$ cat src/rtl/gpio_altfn_port.sv
module gpio_altfn_port #(
  parameter int SYNC_STAGES = 2
) (
  input  logic       clk,
  input  logic       rst_n,
  input  logic [1:0] addr,
  input  logic       wr_en,
  input  logic [7:0] wr_data,
  output logic [7:0] rd_data,
  input  logic       pud_all,
  input  logic       osc_rc_sel,
  input  logic       osc_ext_sel,
  input  logic       tosc_en,
  input  logic       spi_en,
  input  logic       spi_master,
  input  logic       spi_sck_out,
  input  logic       spi_mosi_out,
  input  logic       spi_miso_out,
  input  logic       uart_rx_en,
  input  logic       uart_tx_en,
  input  logic       uart_txd,
  input  logic       t2_cmpa_en,
  input  logic       t2_cmpa_out,
  input  logic       t1_cmpa_en,
  input  logic       t1_cmpa_out,
  input  logic       t1_cmpb_en,
  input  logic       t1_cmpb_out,
  input  logic       pc_grp_en,
  input  logic [7:0] pc_mask,
  input  logic [7:0] pad_in,
  output logic [7:0] pad_out,
  output logic [7:0] pad_oe,
  output logic [7:0] pad_pu,
  output logic [7:0] din
);

  localparam logic [1:0] A_PIN = 2'd0;
  localparam logic [1:0] A_DIR = 2'd1;
  localparam logic [1:0] A_OUT = 2'd2;

  logic [7:0] dir_q, port_q;
  logic [SYNC_STAGES-1:0][7:0] sync_q;

  wire spi_slv = spi_en & ~spi_master;
  wire spi_mst = spi_en & spi_master;
  wire osc6    = osc_rc_sel | tosc_en;
  wire osc7    = osc6 | osc_ext_sel;

  // override enables and values, one bit per pin
  wire [7:0] ov_pu_en  = {osc7, osc6, spi_slv, spi_mst | uart_rx_en,
                          spi_slv | uart_tx_en, spi_slv, 2'b00};
  wire [7:0] ov_pu_val = {2'b00, port_q[5:2] & {4{~pud_all}}, 2'b00};
  wire [7:0] ov_dir_en  = ov_pu_en;
  wire [7:0] ov_dir_val = 8'h00;
  wire [7:0] ov_drv_en  = {2'b00, spi_mst, spi_slv, spi_mst | t2_cmpa_en,
                           t1_cmpb_en, t1_cmpa_en, 1'b0};
  wire [7:0] ov_drv_val = {2'b00, spi_sck_out, spi_miso_out,
                           spi_mosi_out | t2_cmpa_out | uart_txd,
                           t1_cmpb_out, t1_cmpa_out, 1'b0};
  wire [7:0] ov_die_en  = (pc_mask & {8{pc_grp_en}}) | {osc7, osc6, 6'b0};
  wire [7:0] ov_die_val = {~osc7, ~osc6, 6'h3f};

  wire [7:0] pu_def  = ~dir_q & port_q & {8{~pud_all}};
  wire [7:0] die_eff = (ov_die_en & ov_die_val) | ~ov_die_en;
  wire [7:0] keep    = {~osc7, ~osc6, 6'h3f};

  assign pad_pu  = (ov_pu_en  & ov_pu_val)  | (~ov_pu_en  & pu_def);
  assign pad_oe  = (ov_dir_en & ov_dir_val) | (~ov_dir_en & dir_q);
  assign pad_out = (ov_drv_en & ov_drv_val) | (~ov_drv_en & port_q);
  assign din     = pad_in & die_eff;

  always_ff @(posedge clk or negedge rst_n) begin
    if (!rst_n) begin
      dir_q  <= '0;
      port_q <= '0;
    end else if (wr_en) begin
      if (addr == A_DIR) dir_q  <= wr_data;
      if (addr == A_OUT) port_q <= wr_data;
    end
  end

  always_ff @(posedge clk or negedge rst_n) begin
    if (!rst_n) sync_q <= '0;
    else        sync_q <= {sync_q[SYNC_STAGES-2:0], din};
  end

  always_comb begin
    case (addr)
      A_PIN:   rd_data = sync_q[SYNC_STAGES-1] & keep;
      A_DIR:   rd_data = dir_q & keep;
      A_OUT:   rd_data = port_q & keep;
      default: rd_data = 8'h00;
    endcase
  end

endmodule


$ cat config.mk
export PLATFORM = sky130hd
export DESIGN_NAME = gpio_altfn_port
export DESIGN_NICKNAME = d
export VERILOG_FILES = /design/src/rtl/gpio_altfn_port.sv
export SDC_FILE = /design/constraint.sdc
export NUM_CORES = 1
export LEC_CHECK = 0
export BUFFER_PORTS_ARGS = -buffer_cell sky130_fd_sc_hd__buf_2
export CAP_MARGIN = 20
export CORE_ASPECT_RATIO = 1.75
export CORE_MARGIN = 2
export CORE_UTILIZATION = 40
export CTS_BUF_LIST = sky130_fd_sc_hd__clkbuf_8
export CTS_CLUSTER_SIZE = 30
export DETAILED_ROUTE_END_ITERATION = 8
export PLACE_DENSITY = 0.77
export SLEW_MARGIN = 10
export SYNTH_ARGS = -nofsm -noshare
export SYNTH_HDL_FRONTEND = slang
export SYNTH_SLANG_ARGS = --single-unit
$ cat constraint.sdc
create_clock -name clk -period 1.71 [get_ports clk]
set_input_delay 0.342 -clock clk [delete_from_list [all_inputs] [get_ports clk]]
set_output_delay 0.342 -clock clk [all_outputs]
set_load 0.03 [all_outputs]
* After elaboration in Yosys (flattened, before gate mapping)
Index checks and enable logic that the tools add are counted.
** Storage, ports and cells
- Register bits after elaboration :: 32
- Output and inout bits :: 40
- Word-level logic and storage cells :: 45
** Operators by class
- Eq/ne operators :: 2
- Multiplexer cells :: 1
- Bitwise operators :: 35
- Reductions and logical operators :: 3
** Operator list (count)
- 8-bit bitwise AND :: 11
- 8-bit NOT :: 3
- 8-bit bitwise OR :: 3
- 8-bit one-hot mux with 3 select lines :: 1
- 8-bit by 6-bit bitwise AND with 8-bit output :: 1
- 6-bit NOT with 8-bit output :: 1
- 6-bit by 8-bit bitwise OR with 8-bit output :: 1
- 1-bit bitwise OR :: 7
- 6-bit bitwise AND :: 1
- 4-bit bitwise AND :: 1
- 1-bit NOT :: 4
- 2-bit AND reduction :: 2
- 1-bit bitwise AND :: 2
- 2-bit by 1-bit == test with 1-bit output (second input constant) :: 1
- 2-bit == test (second input constant) :: 1
- 2-bit logical NOT :: 1

* Depth between registers and ports, before layout
- Depth in word-level cells :: 6
- Depth in mapped cells :: 5
- Mapped depth without buffers :: 5

* Worst setup path before layout
No wires, ideal clock.
- Path kind :: in2out
- From :: input addr[0]
- To :: output rd_data[6]
- Arrival time :: 1769 ps
- Required time :: 1368 ps
- Path slack :: -401 ps
- Stages on the path :: 5
- Path through :: inv_1 > ha_1 > nor2_1 > or4_2 > a21oi_1
** On the way
- Word-level cells in the longest chain between the ends :: 2
- Elaborated cells on any way between the ends :: 4
- Classes of those cells :: 2 x eq/ne; 1 x mux; 1 x reduce/logical
** RTL lines
- start, declared :: RTL line 6 : input logic [1:0] addr,
- 2-bit == test, or another cell as far along :: RTL line 88 : case (addr)
- 8-bit one-hot mux with 3 select lines (*) :: RTL line 88
- end, declared :: RTL line 9 : output logic [7:0] rd_data,
Mark *: on every way between the ends. The rest lies on a longest branch, timed or not.

* Final worst setup path
- From :: input osc_rc_sel
- To :: output rd_data[7]
** On the way
- Word-level cells in the longest chain between the ends :: 5
- Elaborated cells on any way between the ends :: 7
- Classes of those cells :: 1 x mux; 6 x bitwise
** RTL lines
- start, declared :: RTL line 11 : input logic osc_rc_sel,
- 1-bit bitwise OR (*) :: RTL line 46 : wire osc6 = osc_rc_sel | tosc_en;
- 1-bit bitwise OR (*) :: RTL line 47 : wire osc7 = osc6 | osc_ext_sel;
- 1-bit NOT (*) :: RTL line 65 : wire [7:0] keep = {~osc7, ~osc6, 6'h3f};
- 8-bit bitwise AND (on tied branches) :: RTL line 91, 89, 90
- 8-bit one-hot mux with 3 select lines (*) :: RTL line 88
Marked as above.

==> flow_summary.ini <==
[clocking]
path_clk_slew_ns = 0.06
numClockSinks = 32
clk_path_buf_depth = 2
htreeDepth = 2
cts_tree = built
cts_buffers = 5
insertion_delay_ns = 0.28
cts_root_buf = clkbuf_8

[global_routing]
antenna_found_initial = 0
grt_use_total_pct = 18.7
gr-total-overflow = 0
grt_max_degree = 33
grt_pass1_vias = 1254
grt_pass1_wl_um = 5890

[sta]
tightest_slew_ns = 0.684
finalSetupViolCount = 8
timing.final.crit_period_ns = 1.87
tns_ns = -0.619
finalHoldViolations = 0
finalClockSkew_ns = 0.00577
slew_violations = 0
slew_headroom_pct = 54.4
rsz0062_at_grt = true
clock.fmax_mhz = 536
fin_ws_ns = -0.157
fin_crit_sh_pct = 109

[cells_and_area]
layout_commonest_cell = buf_2
fin_nets = 269
final_area_um2 = 2310
final_cell_mix = buf_2, dfrtp_1, mux2_2, buf_4, buf_6
antennaDiodeCount = 0
fill_cells = 292
areaGrowthSynthToFinish_pct = 52.6
drive_above_1_share_pct = 65.9

[detailed_routing]
antenna_left = 0
dr.pass1.iters = 4
dr_wl_met2_um = 2230
drt_iter0_drc = 61
viasPerCell = 5.04
routedLengthMet1_um = 1410
wl_met3_um = 220
drc_errors = 0
routed_wl_um = 3930
vias = 1325
drt-wirelength-per-cell_um = 14.9
routed.top_layer = met4

[worst_hold_path]
hp-class = in2async

[power_and_ir_drop]
peakVddDrop_v = 0.000748
power.density_nw_per_um2 = 937
p_leak_nw = 1.15

[logic_synthesis]
synth.distinct_cells = 23
yosysSeqAreaShare_pct = 52.8
synth_compound_area_share_pct = 7.34
syn-instance-count = 125
synth_nets = 178
synth-simple-area-share_pct = 13.9
synth_mux_area_share_pct = 14.9
yosysWarnings = 0
ys_ff_latch = 32
synthTopCellsByArea = dfrtp_1, mux2_2, buf_4
yosys.area.top_type = dfrtp_1
yosys.area_share.adder_pct = 4.13
synth_area_per_cell_um2 = 12.1
synth_top_family_by_area = multiplexers
syn_area_um2 = 1520
synth_xor_area_share_pct = 0
yosysTopAreaCellShare_pct = 52.8

[run_status]
violations = negative setup slack
status = finished with violations

[critical_path]
crit_type = in2out
startpoint_type = input pin
crit_required_ns = 1.37
cp_top_family = simple AND/OR/NAND/NOR gates
r2r-start = dir_q[7]
critPathArrivalTime_ns = 1.52
cp_slowest_cell = or3_4
critPathBufInv = 2
critical-path-max-stage-delay_ns = 0.39
r2r-end = dir_q[7]
reg2reg_slack_ns = 0.89
path_max_fanout = 4
path_common_cell = or3_4
endpoint_kind = primary output
ff2ff_path_depth = 1
path_cells = buf_8 > or3_4 > or3_4 > a31oi_4 > buf_6

[place]
dp_hpwl_um = 2900
gp_congestion = 0.741
placed_cell_area_um2 = 2060
port_buffers = 78

[run]
max_cap_violations = 0

[floorplan]
die_h_um = 85.5
num_rows = 29
die_w_um = 50.5
core_um2 = 3630
die-area_um2 = 4320
io_pins = 88
initial_utilization_pct = 41.8
==> metrics by stage <==
step | power, mW | hold WS [ns] | std cells | util, % | worst slack [ns]
3_3_place_gp | 1.55 | 0.333 | 253 | 56.8 | -0.322
3_5_place_dp | 1.57 | 0.336 | 253 | 56.8 | -0.341
5_1_grt | 2.27 | 0.154 | 263 | 63.8 | -0.216
2_1_floorplan | 1.36 | 0.0464 | 125 | - | -0.234
6_report | 2.17 | 0.100 | 263 | 63.8 | -0.157
4_1_cts | 2.17 | 0.115 | 262 | 62.4 | -0.145
==> flip-flops by register name (all words and copies together), names as in the netlist <==
signal / count
port_q: 8
dir_q: 8
sync_q: 16
==> cells in the mapped netlist (all sizes together) <==
library cell,count
and3b,2
nor4,1
nand2b,1
and2,5
inv,3
ha,5
or4,1
o21ai,5
dfrtp,32
nor3,2
nor2,8
nand2,5
nor3b,8
a21oi,2
clkbuf,2
or3,2
a21bo,1
a31oi,1
buf,12
mux2,20
a222oi,6
nor4b,1
==> how the worst max path moves through the flow <==
stage | from | endpoint | slack (ns) | depth (start not counted)
after floorplan | addr[0] | rd_data[6] | -0.23 | 5
after global placement | addr[0] | rd_data[6] | -0.32 | 7
after detailed placement | addr[1] | rd_data[6] | -0.34 | 7
after CTS | addr[0] | rd_data[7] | -0.14 | 8
after global routing | addr[0] | rd_data[4] | -0.22 | 8
final | osc_rc_sel | rd_data[7] | -0.16 | 5
==> kinds of logic after synthesis <==
group / after synthesis
simple gates: 36
flops: 32
buf+inv: 17
fa+ha+maj: 5
mux: 20
compound gates: 15
==> area by class of cell <==
class                   instances  area [um2]  share of cell area [%]
repair buffers                 98         627                    27.1
clock inverters                 2        7.51                   0.324
clock buffers                   6        82.6                    3.57
flip-flops and latches         32         801                    34.6
inverters                       3        16.3                   0.703
multi-input cells              76         722                    31.2
well taps                      46        57.6                    2.49
==> timing repair <==
| action | in CTS | in global routing |
|---|---|---|
| endpoints found under the setup margin | 9 | 9 |
| pin swaps | 6 | 10 |
| resized for setup | 31 | 9 |
| hold buffers | 0 | 0 |
| buffers inserted | 1 | 1 |
==> metal layers <==
metal | track usage, % | up-vias
met5 | 0 | -
met3 | 4.93 | 7
met4 | 8.35 | 0
met2 | 33.7 | 52
met1 | 19.8 | 645
li1 | - | 621
==> power by group <==
part / total, mW / switching (mW) / leakage [nW] / internal [mW]
Sequential: 0.925 / 0.0779 / 0.383 / 0.847
Clock: 0.563 / 0.248 / 0.0538 / 0.315
Combinational: 0.679 / 0.387 / 0.709 / 0.293
Total: 2.17 / 0.713 / 1.15 / 1.46
No activity file was read; power rests on OpenSTA's default activity.
